===== config.mk =====
export PLATFORM = sky130hd
export DESIGN_NAME = cpwm_top
export DESIGN_NICKNAME = d
export VERILOG_FILES = /design/src/rtl/cpwm_pkg.sv /design/src/rtl/cpwm_ctrl.sv /design/src/rtl/cpwm_dp.sv /design/src/rtl/cpwm_top.sv
export SDC_FILE = /design/constraint.sdc
export NUM_CORES = 1
export LEC_CHECK = 0
export BUFFER_PORTS_ARGS = -buffer_cell sky130_fd_sc_hd__clkbuf_2
export CORE_ASPECT_RATIO = 0.75
export CORE_MARGIN = 1
export CORE_UTILIZATION = 55
export CTS_CLUSTER_SIZE = 28
export DETAILED_ROUTE_END_ITERATION = 16
export PLACE_DENSITY_LB_ADDON = 0.15
export SYNTH_ARGS = -nofsm -noshare
export SYNTH_HDL_FRONTEND = slang
export SYNTH_HIERARCHICAL = 1
export SYNTH_SLANG_ARGS = --single-unit

===== constraint.sdc =====
create_clock -name clk -period 3 [get_ports clk]
set_input_delay 0.15 -clock clk [delete_from_list [all_inputs] [get_ports clk]]
set_output_delay 0.15 -clock clk [all_outputs]
set_load 0.01 [all_outputs]

===== src/rtl/cpwm_pkg.sv =====
package cpwm_pkg;
  // strobes passed from the control to the datapath
  typedef struct packed {
    logic load;   // copy buffers into active registers, restart counters
    logic step;   // advance the carrier by one count
    logic clear;  // hold counters at zero
    logic run;    // mode is running
  } cpwmStb_t;
endpackage


===== src/rtl/cpwm_ctrl.sv =====
module cpwm_ctrl
  import cpwm_pkg::*;
#(
  parameter int DW = 16,
  parameter int PH = 3,
  parameter int AW = 3
) (
  input  logic             clk,
  input  logic             rst_n,
  input  logic             wrEn,
  input  logic [AW-1:0]    wrAddr,
  input  logic [DW-1:0]    wrData,
  input  logic             modeEn,
  output cpwmStb_t         stb,
  output logic [DW-1:0]    peakBuf,
  output logic [DW-1:0]    halfBuf,
  output logic [DW-1:0]    deadReg,
  output logic [PH*DW-1:0] dutyBuf,
  output logic             posLvl,
  output logic             negLvl
);
  localparam int ADDR_PEAK  = 0;
  localparam int ADDR_HALF  = 1;
  localparam int ADDR_DEAD  = 2;
  localparam int ADDR_DUTY0 = 3;
  localparam int ADDR_POL   = ADDR_DUTY0 + PH;

  logic runQ;

  always_ff @(posedge clk or negedge rst_n) begin
    if (!rst_n) runQ <= 1'b0;
    else        runQ <= modeEn;
  end

  always_comb begin
    stb.load  = modeEn & ~runQ;
    stb.step  = modeEn & runQ;
    stb.clear = ~modeEn;
    stb.run   = runQ;
  end

  always_ff @(posedge clk or negedge rst_n) begin
    if (!rst_n) begin
      peakBuf <= '0;
      halfBuf <= '0;
      deadReg <= '0;
      posLvl  <= 1'b1;
      negLvl  <= 1'b1;
    end else if (wrEn) begin
      if (wrAddr == AW'(ADDR_PEAK)) peakBuf <= wrData;
      if (wrAddr == AW'(ADDR_HALF)) halfBuf <= wrData;
      if (wrAddr == AW'(ADDR_DEAD)) deadReg <= wrData;
      if (wrAddr == AW'(ADDR_POL) && !modeEn) begin
        posLvl <= wrData[0];
        negLvl <= wrData[1];
      end
    end
  end

  for (genvar p = 0; p < PH; p++) begin : g_duty
    logic [DW-1:0] dutyQ;
    always_ff @(posedge clk or negedge rst_n) begin
      if (!rst_n) dutyQ <= '0;
      else if (wrEn && wrAddr == AW'(ADDR_DUTY0 + p)) dutyQ <= wrData;
    end
    assign dutyBuf[p*DW +: DW] = dutyQ;
  end

  // polarity cannot move while the mode input is high
  a_r8_pol_locked: assert property (@(posedge clk) disable iff (!rst_n)
    modeEn |=> ($stable(posLvl) && $stable(negLvl)));

  // the load strobe is a single pulse at the start of a run
  a_r2_single_load: assert property (@(posedge clk) disable iff (!rst_n)
    stb.load |=> !stb.load);
endmodule


===== src/rtl/cpwm_dp.sv =====
module cpwm_dp
  import cpwm_pkg::*;
#(
  parameter int DW = 16,
  parameter int PH = 3
) (
  input  logic             clk,
  input  logic             rst_n,
  input  cpwmStb_t         stb,
  input  logic [DW-1:0]    peakBuf,
  input  logic [DW-1:0]    halfBuf,
  input  logic [DW-1:0]    deadReg,
  input  logic [PH*DW-1:0] dutyBuf,
  input  logic             posLvl,
  input  logic             negLvl,
  output logic [PH-1:0]    pwmPos,
  output logic [PH-1:0]    pwmNeg
);
  logic [DW-1:0]    cntLo, cntHi, peakAct, halfAct;
  logic [PH*DW-1:0] dutyAct;
  logic             dirUp;
  logic [DW-1:0]    loInc, hiInc, loDec, hiDec;
  logic [PH-1:0]    posAct, negAct;

  assign loInc = cntLo + 1'b1;
  assign hiInc = cntHi + 1'b1;
  assign loDec = cntLo - 1'b1;
  assign hiDec = cntHi - 1'b1;

  always_ff @(posedge clk or negedge rst_n) begin
    if (!rst_n) begin
      peakAct <= '0;
      halfAct <= '0;
      dutyAct <= '0;
    end else if (stb.load) begin
      peakAct <= peakBuf;
      halfAct <= halfBuf;
      dutyAct <= dutyBuf;
    end
  end

  always_ff @(posedge clk or negedge rst_n) begin
    if (!rst_n) begin
      cntLo <= '0;
      cntHi <= '0;
      dirUp <= 1'b1;
    end else if (stb.load) begin
      cntLo <= '0;
      cntHi <= deadReg;
      dirUp <= 1'b1;
    end else if (stb.step) begin
      if (dirUp) begin
        cntLo <= loInc;
        cntHi <= hiInc;
        if (loInc == halfAct || hiInc == peakAct) dirUp <= 1'b0;
      end else begin
        cntLo <= loDec;
        cntHi <= hiDec;
        if (loDec == '0) dirUp <= 1'b1;
      end
    end else if (stb.clear) begin
      cntLo <= '0;
      cntHi <= '0;
      dirUp <= 1'b1;
    end
  end

  for (genvar p = 0; p < PH; p++) begin : g_phase
    logic [DW-1:0] duty;
    assign duty      = dutyAct[p*DW +: DW];
    assign posAct[p] = stb.run && (cntLo >= duty);
    assign negAct[p] = stb.run && (cntHi < duty);
  end

  always_ff @(posedge clk or negedge rst_n) begin
    if (!rst_n) begin
      pwmPos <= '0;
      pwmNeg <= '0;
    end else begin
      for (int p = 0; p < PH; p++) begin
        pwmPos[p] <= posAct[p] ? posLvl : ~posLvl;
        pwmNeg[p] <= negAct[p] ? negLvl : ~negLvl;
      end
    end
  end

  // never both sides of one phase active
  a_r5_no_overlap: assert property (@(posedge clk) disable iff (!rst_n)
    (posAct & negAct) == '0);

  // every running step moves the lower counter by exactly one
  a_r3_unit_step: assert property (@(posedge clk) disable iff (!rst_n)
    stb.step |=> (cntLo == DW'($past(cntLo) + 1'b1) || cntLo == DW'($past(cntLo) - 1'b1)));

  // duties of the new run equal the buffers seen at the enable edge
  a_r2_load_copy: assert property (@(posedge clk) disable iff (!rst_n)
    stb.load |=> (dutyAct == $past(dutyBuf) && peakAct == $past(peakBuf)));

  // outputs idle one clock after a non-running cycle
  a_r7_idle_outputs: assert property (@(posedge clk) disable iff (!rst_n)
    !stb.run |=> (pwmPos == {PH{~$past(posLvl)}} && pwmNeg == {PH{~$past(negLvl)}}));
endmodule


===== src/rtl/cpwm_top.sv =====
module cpwm_top
  import cpwm_pkg::*;
#(
  parameter int DW = 16,
  parameter int PH = 3,
  parameter int AW = 3
) (
  input  logic          clk,
  input  logic          rst_n,
  input  logic          wrEn,
  input  logic [AW-1:0] wrAddr,
  input  logic [DW-1:0] wrData,
  input  logic          modeEn,
  output logic [PH-1:0] pwmPos,
  output logic [PH-1:0] pwmNeg
);
  cpwmStb_t         stb;
  logic [DW-1:0]    peakBuf, halfBuf, deadReg;
  logic [PH*DW-1:0] dutyBuf;
  logic             posLvl, negLvl;

  cpwm_ctrl #(.DW(DW), .PH(PH), .AW(AW)) u_ctrl (
    .clk(clk), .rst_n(rst_n), .wrEn(wrEn), .wrAddr(wrAddr), .wrData(wrData),
    .modeEn(modeEn), .stb(stb), .peakBuf(peakBuf), .halfBuf(halfBuf),
    .deadReg(deadReg), .dutyBuf(dutyBuf), .posLvl(posLvl), .negLvl(negLvl)
  );

  cpwm_dp #(.DW(DW), .PH(PH)) u_dp (
    .clk(clk), .rst_n(rst_n), .stb(stb), .peakBuf(peakBuf), .halfBuf(halfBuf),
    .deadReg(deadReg), .dutyBuf(dutyBuf), .posLvl(posLvl), .negLvl(negLvl),
    .pwmPos(pwmPos), .pwmNeg(pwmNeg)
  );
endmodule


## Word level (Yosys, flattened, before mapping)

Index checks and enable logic that the tools add are counted.

- Flip-flop bits (word level): 218
- Input port bits: 23
- Word-level logic and storage cells: 78

- $add $sub $neg: 4
- Magnitude comparators: 6
- Eq/ne operators: 9
- Muxes and demuxes: 19
- Bitwise logic cells: 5
- Reductions and logical operators: 18

Operators by type and width:

| kind | number |
|---|---|
| $mux 16 | 7 |
| $ge 16x16->1 | 3 |
| $lt 16x16->1 | 3 |
| $add 16x1->16 const B | 2 |
| $eq 16x16->1 | 2 |
| $sub 16x1->16 const B | 2 |
| $logic_not 16->1 | 1 |
| $mux 1 | 12 |
| $logic_and 1x1->1 | 10 |
| $eq 3x3->1 const B | 3 |
| $reduce_and 2->1 | 4 |
| $eq 3x2->1 const B | 2 |
| $eq 3x1->1 const B | 1 |
| $logic_not 3->1 | 1 |
| $ne 3x1->1 const B | 1 |
| $not 1->1 | 3 |
| $and 1x1->1 | 2 |
| $logic_not 1->1 | 1 |
| $logic_or 1x1->1 | 1 |

## Depth between registers and ports, before layout

Gate-level depths: netlist of the first run.

- Depth in word-level cells: 7
- Depth in mapped cells: 11

## Modules after synthesis

The synthesis of the first run kept the hierarchy.

By module, submodules not included:

| module | instances | cells an instance | area an instance (um^2) |
|---|---|---|---|
| cpwm_dp | 1 | 959 | 8,709.6 |
| cpwm_ctrl | 1 | 219 | 3,784.9 |

## Worst setup path after synthesis of the first run

OpenSTA, ideal clock, no wires.

- Kind: flip-flop to flip-flop
- Start: reg u_dp.cntHi[1]
- End: reg u_dp.dirUp
- Library setup time: 83 ps
- Arrival: 2,205 ps
- Required time: 2,917 ps
- Path slack: 711 ps
- Stages on the path, launching flop included: 10
- Buffers on the path: 0
- Period minus slack after synthesis: 2,289 ps
- Path through: dfrtp_1 ha_1 nand3_2 o21a_1 or3_1 a21oi_1 o221ai_1 nor4_1 o21ai_1 a221o_1

- Longest elaborated chain between the ends: 7

Ends and longest elaborated chain:

| what | RTL line | text |
|---|---|---|
| start, declared | cpwm_dp.sv:19 | `logic [DW-1:0] cntLo, cntHi, peakAct, halfAct;` |
| start signal, assigned | cpwm_dp.sv:49 | `cntHi <= deadReg;` |
| start signal, assigned | cpwm_dp.sv:54 | `cntHi <= hiInc;` |
| start signal, assigned | cpwm_dp.sv:58 | `cntHi <= hiDec;` |
| $add 16x1->16 | cpwm_dp.sv:26 | `assign hiInc = cntHi + 1'b1;` |
| $eq 16x16->1 | cpwm_dp.sv:55 | `if (loInc == halfAct \|\| hiInc == peakAct) dirUp <= 1'b0;` |
| $logic_or 1x1->1 | cpwm_dp.sv:55 |  |
| $mux 1 | cpwm_dp.sv:55 |  |
| $mux 1 | cpwm_dp.sv:52 | `if (dirUp) begin` |
| $mux 1 | cpwm_dp.sv:51 | `end else if (stb.step) begin` |
| $mux 1 | cpwm_dp.sv:47 | `end else if (stb.load) begin` |
| end signal, assigned | cpwm_dp.sv:46 | `dirUp <= 1'b1;` |
| end signal, assigned | cpwm_dp.sv:50 | `dirUp <= 1'b1;` |
| end signal, assigned | cpwm_dp.sv:55 |  |
| end, declared | cpwm_dp.sv:21 | `logic dirUp;` |

Every way passes these cells.
A chain may end at the register's enable or synchronous reset.

## Worst setup path after layout of the first run

- Start: reg u_dp.cntLo[0]
- End: reg u_dp.dirUp

- Longest elaborated chain between the ends: 7
- Elaborated cells between the ends (all ways): 10
- Classes of those cells: add/sub (2); eq/ne (1); mux (5); reduce/logical (2)

Ends and longest elaborated chain:

| what | RTL line | text |
|---|---|---|
| start, declared | cpwm_dp.sv:19 |  |
| start signal, assigned | cpwm_dp.sv:53 | `cntLo <= loInc;` |
| start signal, assigned | cpwm_dp.sv:57 | `cntLo <= loDec;` |
| $add 16x1->16 | cpwm_dp.sv:25 | `assign loInc = cntLo + 1'b1;` |
| $eq 16x16->1 | cpwm_dp.sv:55 |  |
| $logic_or 1x1->1 | cpwm_dp.sv:55 |  |
| $mux 1 | cpwm_dp.sv:55 |  |
| $mux 1 * | cpwm_dp.sv:52 |  |
| $mux 1 * | cpwm_dp.sv:51 |  |
| $mux 1 * | cpwm_dp.sv:47 |  |

Mark *: on every way between the ends. The rest lies on a longest branch, timed or not.

==> out/metrics.csv, run 1 <==
stage;metric;value;unit
clock_network;Worst-path clk slew;0.06;ns
synth;Post-Synthesis Cells;1178;
synth;yosys synthesis warning count;6;
finish;ratio of cells with drive above 1 in the final layout;0.217;
global_routing;vias in the first global route;8685;
clock_network;CTS HTree Levels;1;
placement;GPL Wtd Cong;0.903;
sta;Final Skew;0.0191;ns
route;routed wire length;30500;um
placement;post-DP HPWL;22000;um
synth;most frequent cell after synthesis;dfrtp_1;
sta;post-route setup TNS;0;ns
clock_network;TritonCTS Buffers;23;
synth;Syn Nets;1299;
setup_path;delay of the slowest cell on the worst path;0.51;ns
floorplanning;std cell rows;47;
global_routing;GRT overflow;0;
synth;top cells by count, synth;dfrtp_1 (215), mux2_2 (132), ha_1 (98);
floorplanning;area of the die;23300;um2
synth;number of synthesized flops with an enable pin;0;
sta;Rel. slew slack;0.408;
setup_path;crit path max-delay cell type;dfrtp_1;
synth;ys async rst share;1.00;
finish;Filler Cells Inserted;1776;
global_routing;pin count of the biggest net entering global routing;144;
clock_network;CTS tree;yes;
finish;# diodes;0;
clock_network;CTS Root Cell;clkbuf_16;
clock_network;clk_lat worst skew;0.52;ns
route;Final ANT Viol Nets;0;
placement;Placement Cell Area;13000;um2
route;DR iter-0 viols;715;
floorplanning;core area;22200;um2
sta;Final setup viols;0;
route;vias per cell;5.91;
synth;area leader, netlist;dfrtp_1;
synth;post-synthesis average cell area;10.6;um2
floorplanning;DIE WIDTH;176;um
route;DRT Pass-1 Iters;5;
route;DRC;0;
floorplanning;die height;133;um
clock_network;clk buf depth;3;
setup_path;crit path kind;reg -> reg;
route;routed via count;8971;
global_routing;first-pass GRT wire length;49200;um
sta;period utilisation layout;0.863;
run;# Max-Cap Violations;0;
setup_path;worst-path maximum fanout;10;
worst_hold_path;worst hold path type;in -> reg;
global_routing;Total GRT Usage;0.273;
power;P_leak;6.27;nW
finish;design area;13800;um2
synth;Yosys cell types;72;
setup_path;nature of the critical path startpoint;flip-flop;
sta;Slew @ Worst Pin;0.884;ns
synth;ranking of synthesized cells by area;dfrtp_1 (43%), mux2_2 (12%), ha_1 (9.8%);
placement;port buffer count;28;
synth;top cell type's share of synthesized area;0.431;
floorplanning;# IOs;29;
sta;Final Hold Fails;0;
sta;RSZ-0062 raised after global routing;false;
setup_path;buffers and inverters on the worst path;0;
setup_path;CP cell instances;ha_1 -> nand4_2 -> nor3_2 -> nand3b_1 -> a211o_1 -> nor4_2 -> o21ai_1 -> a221o_1;
power;maximum vdd drop;0.535;mV
synth;area of the mapped netlist;12500;um2
sta;Final Max Tran Viols;0;
power;pwr dens;653;nW/um2
setup_path;crit path DAT;3.03;ns
finish;Area Growth Syn to Fin;10.4;%
setup_path;worst endpoint required time;3.44;ns
synth;flops & latches, synth;218;
setup_path;cell family with most CP delay;simple AND/OR/NAND/NOR gates;
clock_network;clock sinks;218;
route;post-DR wirelength/cell;20.1;um
global_routing;initial antenna violation count;0;
floorplanning;Initial Util;0.564;
setup_path;CP Capture Type;flip-flop;
synth;Post-synth top flop;dfrtp_1;
sta;Tmin final;2.59;ns
outcome;status;finished clean;
sta;fmax;386;MHz
synth;register area share after synthesis;0.437;
finish;fin nets;1328;
[state kept, by name (all words and copies together) (netlist names)]
signal / count
u_ctrl/peakBuf: 16
u_ctrl/runQ: 1
u_dp/peakAct: 16
u_ctrl/deadReg: 16
u_ctrl/negLvl: 1
u_dp/dutyAct: 48
u_dp/pwmNeg: 3
u_dp/cntHi: 16
u_ctrl/posLvl: 1
u_ctrl/halfBuf: 16
u_dp/cntLo: 16
u_dp/halfAct: 16
u_ctrl/g_duty.dutyQ: 48
u_dp/dirUp: 1
u_dp/pwmPos: 3
[what timing repair did]
item / CTS / global route
hold buffers: 4 / 0
endpoints found under the hold margin: 84 / 0
resized for setup: 0 / 0
buffers inserted: 0 / 0
setup endpoints to repair: 0 / 0
[per-stage QoR]
step	utilization	power [W]	worst slack, ns	instances	hold slack (ns)
floorplan	-	0.00550	0.711	1178	-0.146
global placement	0.587	0.00616	0.490	1472	0.164
detailed placement	0.587	0.00624	0.449	1472	0.164
CTS	0.622	0.00907	0.425	1517	0.00622
global route	0.622	0.00954	0.123	1517	0.0277
finish	0.622	0.00901	0.410	1517	0.0118
[final cells by class]
type	count	area [um2]	share of cell area
Multi-Input combinational cell	841	6520	0.473
Sequential cell	218	5460	0.396
Clock buffer	28	634	0.0460
Timing Repair Buffer	66	483	0.0350
Tap cell	294	368	0.0267
Inverter	57	214	0.0155
Clock inverter	13	113	0.00816
[power by group]
group	leakage (nW)	switching [W]	internal, W
Clock	0.365	0.00121	0.00160
Combinational	3.22	0.00118	0.00105
Sequential	2.69	0.000399	0.00357
[kinds of logic (layout without fill, tap and decap cells)]
group / after synthesis / in the layout / share of synthesized area
AND/OR/NAND/NOR: 290 / 290 / 0.130
AO/OA/AOI/OAI: 266 / 266 / 0.135
flip-flops: 218 / 218 / 0.437
multiplexers: 135 / 135 / 0.121
buffers and inverters: 119 / 164 / 0.0416
adder cells (fa/ha/maj): 98 / 98 / 0.0981
XOR/XNOR: 52 / 52 / 0.0371
[path summary, 6_finish.rpt]
path                                           start                         end  slack, ns  depth (start not counted)
setup / recovery                       u_dp/cntLo[0]                  u_dp/dirUp       0.41                          8
hold / removal                             wrData[8]           u_ctrl/deadReg[8]       0.01                          2
setup reg to reg                       u_dp/cntLo[0]                  u_dp/dirUp       0.41                          8
hold reg to reg            u_ctrl/g_duty[2].dutyQ[8]            u_dp/dutyAct[40]       0.47                          2
max in group asynchronous                      rst_n           u_ctrl/peakBuf[2]       2.00                          3
min in group asynchronous                      rst_n  u_ctrl/g_duty[2].dutyQ[14]       0.18                          2
[layout by cell type (no fill, tap or decap), types with 30 or more instances in the layout]
cell     synthesis  final
dfrtp_1        215    215
mux2_2         132    132
ha_1            98     98
nand2_1         94     94
o21ai_0         94     94
inv_1           57     57
a21oi_1         47     47
a21o_1          37     37
nor2_1          33     32
buf_4            8     31
xnor2_1         30     30
[layer usage]
metal	track usage	routed length, um	up-vias
met5	0	0	-
met4	0.0527	557	0
met3	0.0425	1810	38
met2	0.399	13000	241
met1	0.425	15100	4392
li1	-	-	4300
[worst reg2reg max path: cells and delay by family, from the launching register on]
family	cells	cell delay, ns
adders and majority gates	1	0.29
DFF	1	0.51
and+or+nand+nor	4	0.99
AOI/OAI and AO/OA	3	0.71
(Power assumes the default switching activity.)
==> inputs of run 2 (changes only) <==
--- a/config.mk
+++ b/config.mk
@@ -9,6 +9,7 @@
 export CORE_ASPECT_RATIO = 0.75
 export CORE_MARGIN = 1
 export CORE_UTILIZATION = 55
+export CTS_CLUSTER_DIAMETER = 100
 export CTS_CLUSTER_SIZE = 28
 export DETAILED_ROUTE_END_ITERATION = 16
 export PLACE_DENSITY_LB_ADDON = 0.15
==> constraint.sdc (replaced) <==
create_clock -name clk -period 2.9 [get_ports clk]
set_input_delay 0.145 -clock clk [delete_from_list [all_inputs] [get_ports clk]]
set_output_delay 0.145 -clock clk [all_outputs]
set_load 0.01 [all_outputs]
==> out/metrics.csv, run 2 (same netlist as run 1, synthesis figures left out) <==
stage;metric;value;unit;change
finish;most frequent cells in the layout;dfrtp_1 (215), mux2_2 (132), ha_1 (98), nand2_1 (94), o21ai_0 (94);;
route;vias per cell;5.99;;+1.3%
clock_network;CTS HTree Levels;1;;unchanged
placement;GPL Wtd Cong;0.900;;-0.34%
floorplanning;# IOs;29;;unchanged
floorplanning;DIE WIDTH;176;um;unchanged
placement;port buffer count;28;;unchanged
sta;WHS;0.0199;ns;+0.00801 ns
setup_path;worst-path maximum fanout;9;;-1
finish;largest registers;u_ctrl/g_duty.dutyQ (48), u_dp/dutyAct (48);;
sta;fmax;391;MHz;+1.2%
finish;# diodes;0;;unchanged
outcome;status;finished clean;;
power;Total Power;0.00821;W;-8.8%
route;routed wire length;30300;um;-0.37%
clock_network;clock sinks;218;;unchanged
sta;Final setup viols;0;;unchanged
floorplanning;area of the die;23300;um2;unchanged
setup_path;nature of the critical path startpoint;flip-flop;;
sta;Slew @ Worst Pin;0.866;ns;-0.0186 ns
setup_path;CP Capture Type;flip-flop;;
global_routing;Total GRT Usage;0.272;;-0.000858
sta;Final Skew;0.0170;ns;-0.00205 ns
finish;Area Growth Syn to Fin;7.32;%;
global_routing;pin count of the biggest net entering global routing;153;;+6.3%
global_routing;initial antenna violation count;0;;unchanged
finish;commonest non-fill, non-tap cell in the layout;dfrtp_1;;
global_routing;GRT overflow;0;;unchanged
sta;PnR worst setup slack;0.340;ns;-0.0698 ns
route;post-DR wirelength/cell;20.3;um;+0.90%
route;routed via count;8970;;-0.011%
sta;post-route setup TNS;0;ns;unchanged
finish;ratio of cells with drive above 1 in the final layout;0.205;;-0.0115
route;DR iter-0 viols;664;;-7.1%
sta;Tmin final;2.56;ns;-0.0302 ns
setup_path;crit path DAT;2.98;ns;-0.05 ns
clock_network;clk buf depth;3;;unchanged
clock_network;Worst-path clk slew;0.12;ns;+0.06 ns
placement;post-DP HPWL;22300;um;+1.2%
floorplanning;Initial Util;0.564;;unchanged
global_routing;first-pass GRT wire length;49100;um;-0.22%
floorplanning;std cell rows;47;;unchanged
finish;Layout Utilization;0.605;;-0.0174
clock_network;CTS tree;yes;;
floorplanning;core area;22200;um2;unchanged
route;Final ANT Viol Nets;0;;unchanged
route;DRC;0;;unchanged
sta;period utilisation layout;0.883;;+0.0193
run;# Max-Cap Violations;0;;unchanged
sta;RSZ-0062 raised after global routing;false;;
finish;fin nets;1323;;-0.38%
route;DRT Pass-1 Iters;5;;unchanged
floorplanning;die height;133;um;unchanged
setup_path;worst endpoint required time;3.32;ns;-0.12 ns
setup_path;crit path kind;reg -> reg;;
global_routing;vias in the first global route;8570;;-1.3%
sta;Rel. slew slack;0.421;;+0.0124
power;P_leak;6.10;nW;-2.7%
sta;Final Max Tran Viols;0;;unchanged
clock_network;clk_lat worst skew;0.48;ns;-0.04 ns
placement;Setup WS pre-CTS;0.356;ns;-0.0924 ns
worst_hold_path;worst hold path type;in -> reg;;
clock_network;CTS Root Cell;clkbuf_16;;
power;maximum vdd drop;0.460;mV;-14%
clock_network;TritonCTS Buffers;11;;-52%
power;pwr dens;613;nW/um2;-6.2%
sta;Final Hold Fails;0;;unchanged
==> run 2: timing repair <==
item,4_1_cts,5_1_grt
setup buffers,0,0
hold buffers,2,0
resized for setup,0,0
endpoints found under the setup margin,0,0
hold endpoints to repair,67,0
==> run 2: metal layers <==
layer / global-route usage / up-vias / wire length (um)
li1: - / 4282 / -
met5: 0 / - / 0
met4: 0.0502 / 0 / 431
met1: 0.420 / 4481 / 15300
met2: 0.404 / 181 / 13100
met3: 0.0422 / 26 / 1490
==> run 2: final cells by class <==
cell class	instances	area, um2
Inverter	57	214
Sequential cell	218	5460
Fill cell	1856	8760
Clock inverter	1	30.0
Clock buffer	14	297
Timing Repair Buffer	73	518
Tap cell	294	368
Multi-Input combinational cell	841	6520
==> run 2: through the flow <==
step	std cells	instance area (um2)
after global placement	1481	13100
after detailed placement	1481	13100
after CTS	1498	13400
final	1498	13400
after floorplan	1178	12500
after global routing	1498	13400
==> run 2: critical path, cell delays in order (launching register included) <==
cell	delay (ns)
dfrtp_1	0.52
ha_1	0.29
nand4_2	0.16
nor3_2	0.43
nand3b_1	0.13
a211o_1	0.32
nor4_2	0.26
o21ai_1	0.10
a221o_1	0.29
==> run 2: final timing paths <==
check / from / to / slack [ns] / cells past startpoint
max: u_dp/cntLo[1] / u_dp/dirUp / 0.34 / 8
min: wrData[9] / u_ctrl/deadReg[9] / 0.02 / 2
max reg2reg: u_dp/cntLo[1] / u_dp/dirUp / 0.34 / 8
min reg2reg: u_ctrl/deadReg[6] / u_dp/cntHi[6] / 0.48 / 2
max in group asynchronous: rst_n / u_ctrl/negLvl / 1.87 / 3
min in group asynchronous: rst_n / u_dp/dutyAct[45] / 0.20 / 2
==> run 2: power breakdown <==
part / internal, W / switching (W) / leakage, nW
combinational: 0.00109 / 0.00123 / 3.25
clock: 0.000819 / 0.000974 / 0.159
sequential: 0.00368 / 0.000420 / 2.69
total: 0.00559 / 0.00262 / 6.10
==> inputs of run 3 (changes only) <==
--- a/config.mk
+++ b/config.mk
@@ -8,11 +8,11 @@
 export BUFFER_PORTS_ARGS = -buffer_cell sky130_fd_sc_hd__clkbuf_2
 export CORE_ASPECT_RATIO = 0.75
 export CORE_MARGIN = 1
-export CORE_UTILIZATION = 55
+export CORE_UTILIZATION = 63
 export CTS_CLUSTER_DIAMETER = 100
 export CTS_CLUSTER_SIZE = 28
 export DETAILED_ROUTE_END_ITERATION = 16
-export PLACE_DENSITY_LB_ADDON = 0.15
+export PLACE_DENSITY = 0.8
 export SYNTH_ARGS = -nofsm -noshare
 export SYNTH_HDL_FRONTEND = slang
 export SYNTH_HIERARCHICAL = 1
==> out/metrics.csv, run 3 (same netlist as run 1, synthesis figures left out) <==
stage;metric;value;unit;change
route;routed wire length;30200;um;-0.37%
power;pwr dens;608;nW/um2;-0.80%
clock_network;TritonCTS Buffers;11;;unchanged
power;Reg power frac;0.508;;+0.008
clock_network;Worst-path clk slew;0.11;ns;about the same
setup_path;CP cell instances;nand3_2 -> nor3_2 -> mux2i_1 -> mux2i_1 -> a32oi_1 -> nor4_1 -> buf_4 -> o21ai_1 -> a221o_1;;
route;routed via count;9185;;+2.4%
power;maximum vdd drop;0.527;mV;+15%
setup_path;worst endpoint required time;3.31;ns;about the same
clock_network;CTS HTree Levels;1;;unchanged
setup_path;critical path startpoint;u_dp/cntHi[5];;
clock_network;clk_lat worst skew;0.47;ns;about the same
power;sw power;0.00261;W;-0.31%
global_routing;first-pass GRT wire length;48000;um;-2.3%
worst_hold_path;worst hold path type;in -> reg;;
sta;Final Hold Fails;0;;unchanged
route;post-DR wirelength/cell;20.8;um;+2.7%
sta;post-route setup TNS;0;ns;unchanged
finish;fin nets;1320;;-0.23%
setup_path;buffers and inverters on the worst path;1;;+1
route;Final ANT Viol Nets;0;;unchanged
setup_path;reg2reg end;u_dp/dirUp;;
floorplanning;DIE WIDTH;165;um;-6.5%
setup_path;crit path kind;reg -> reg;;
power;Logic pwr share;0.290;;+0.008
floorplanning;area of the die;20400;um2;-13%
setup_path;most used cell, CP;mux2i_1;;
clock_network;clock sinks;218;;unchanged
sta;Final setup viols;0;;unchanged
clock_network;clk buf depth;3;;unchanged
setup_path;delay of the slowest cell on the worst path;0.65;ns;+0.13 ns
placement;GPL Wtd Cong;0.923;;+2.5%
placement;port buffer count;28;;unchanged
sta;RSZ-0062 raised after global routing;false;;
outcome;status;finished clean;;
setup_path;cell family with most CP delay;simple AND/OR/NAND/NOR gates;;
finish;commonest non-fill, non-tap cell in the layout;dfrtp_1;;
floorplanning;std cell rows;44;;-6.4%
global_routing;initial antenna violation count;1;;+1
setup_path;R2R cell count;9;;+1
run;# Max-Cap Violations;0;;unchanged
placement;Placement Cell Area;13000;um2;-0.47%
route;vias per cell;6.32;;+5.6%
power;P_int;0.00548;W;-2.0%
sta;Rel. slew slack;0.369;;-0.0515
sta;fmax;380;MHz;-2.7%
setup_path;crit path max-delay cell type;dfrtp_1;;
sta;period utilisation layout;0.908;;+0.0249
power;P_leak;6.09;nW;-0.19%
clock_network;CTS Root Cell;clkbuf_16;;
placement;post-DP HPWL;21800;um;-2.3%
route;DRC;0;;unchanged
setup_path;crit path DAT;3.04;ns;+0.06 ns
floorplanning;die height;124;um;-6.5%
finish;design area;13300;um2;-0.68%
global_routing;GRT overflow;0;;unchanged
setup_path;register-to-register setup slack;0.27;ns;-0.07 ns
floorplanning;# IOs;29;;unchanged
route;DRT Pass-1 Iters;5;;unchanged
finish;most frequent cells in the layout;dfrtp_1 (215), mux2_2 (132), ha_1 (98), nand2_1 (94), o21ai_0 (94);;
floorplanning;core area;19400;um2;-13%
global_routing;pin count of the biggest net entering global routing;93;;-39%
setup_path;worst-path maximum fanout;10;;+1
setup_path;CP Capture Type;flip-flop;;
sta;Final Max Tran Viols;0;;unchanged
finish;ratio of cells with drive above 1 in the final layout;0.203;;-0.00248
setup_path;nature of the critical path startpoint;flip-flop;;
power;Clk pwr share;0.202;;-0.016
floorplanning;Initial Util;0.645;;+0.0812
finish;Area Growth Syn to Fin;6.59;%;
sta;Tmin final;2.63;ns;+0.0722 ns
route;DR iter-0 viols;827;;+25%
global_routing;Total GRT Usage;0.308;;+0.0361
sta;Slew @ Worst Pin;0.946;ns;+0.0800 ns
finish;Layout Utilization;0.687;;+0.0824
setup_path;WP depth;9;;+1
setup_path;Worst setup endpoint;u_dp/dirUp;;
finish;largest registers;u_ctrl/g_duty.dutyQ (48), u_dp/dutyAct (48);;
power;sw frac;0.323;;+0.00379
clock_network;CTS tree;yes;;
sta;Final Skew;0.0148;ns;-0.00221 ns
global_routing;vias in the first global route;8826;;+3.0%
setup_path;worst r2r src;u_dp/cntHi[5];;
-- run 3: changes by cell type in the layout (fill, tap and decap cells not counted), sizes merged --
| cell | previous run | this run |
|---|---|---|
| diode | 0 | 1 |
| buf | 44 | 41 |
| clkbuf | 41 | 39 |
| bufinv | 1 | 0 |
| clkinv | 0 | 1 |
-- run 3: worst min-delay path by stage --
stage,endpoint,startpoint,cells past startpoint
after floorplan,u_ctrl/deadReg[0],rst_n,0
after global placement,u_dp/dutyAct[46],rst_n,1
after detailed placement,u_dp/dutyAct[46],rst_n,1
after CTS,u_ctrl/deadReg[9],wrData[9],2
after global routing,u_ctrl/halfBuf[9],wrData[9],2
final,u_ctrl/halfBuf[9],wrData[9],2
-- run 3: final cells by class --
type	count	area [um2]
multi-input combinational	841	6530
fill	1452	6060
sequential	218	5460
timing repair buffer	70	508
tap	253	317
clock buffer	12	279
inverter	57	214
clock inverter	1	8.76
antenna	1	2.50
-- run 3: power groups by stage --
| stage | Combinational, W | Sequential, W | Clock (W) |
|---|---|---|---|
| floorplan | 0.00165 | 0.00404 | 0 |
| detailed placement | 0.00231 | 0.00417 | 0 |
| global route | 0.00260 | 0.00418 | 0.00176 |
| finish | 0.00235 | 0.00411 | 0.00163 |
| global placement | 0.00220 | 0.00413 | 0 |
| CTS | 0.00233 | 0.00410 | 0.00167 |
-- run 3: metal layers --
metal  GRT usage  up-vias  wire, um
li1            -     4254         -
met1       0.443     4527     13600
met2       0.489      351     13600
met3      0.0410       53      2100
met4      0.0894        0       842
met5           0        -         0
-- run 3: what timing repair did --
action                                  4_1_cts  5_1_grt
endpoints found under the setup margin        0        1
gates resized for setup                       0        1
endpoints found under the hold margin        69        0
buffers inserted                              0        0
hold buffers                                  2        0
-- run 3: metrics by stage --
stage | setup slack, ns | std cells | hold slack [ns] | power, W
after detailed placement | 0.303 | 1437 | 0.151 | 0.00647
after global placement | 0.395 | 1437 | 0.151 | 0.00633
after global routing | 0.0673 | 1453 | 0.0339 | 0.00854
after floorplan | 0.611 | 1178 | -0.151 | 0.00569
final | 0.268 | 1453 | 0.0278 | 0.00809
after CTS | 0.291 | 1452 | 0.0221 | 0.00811
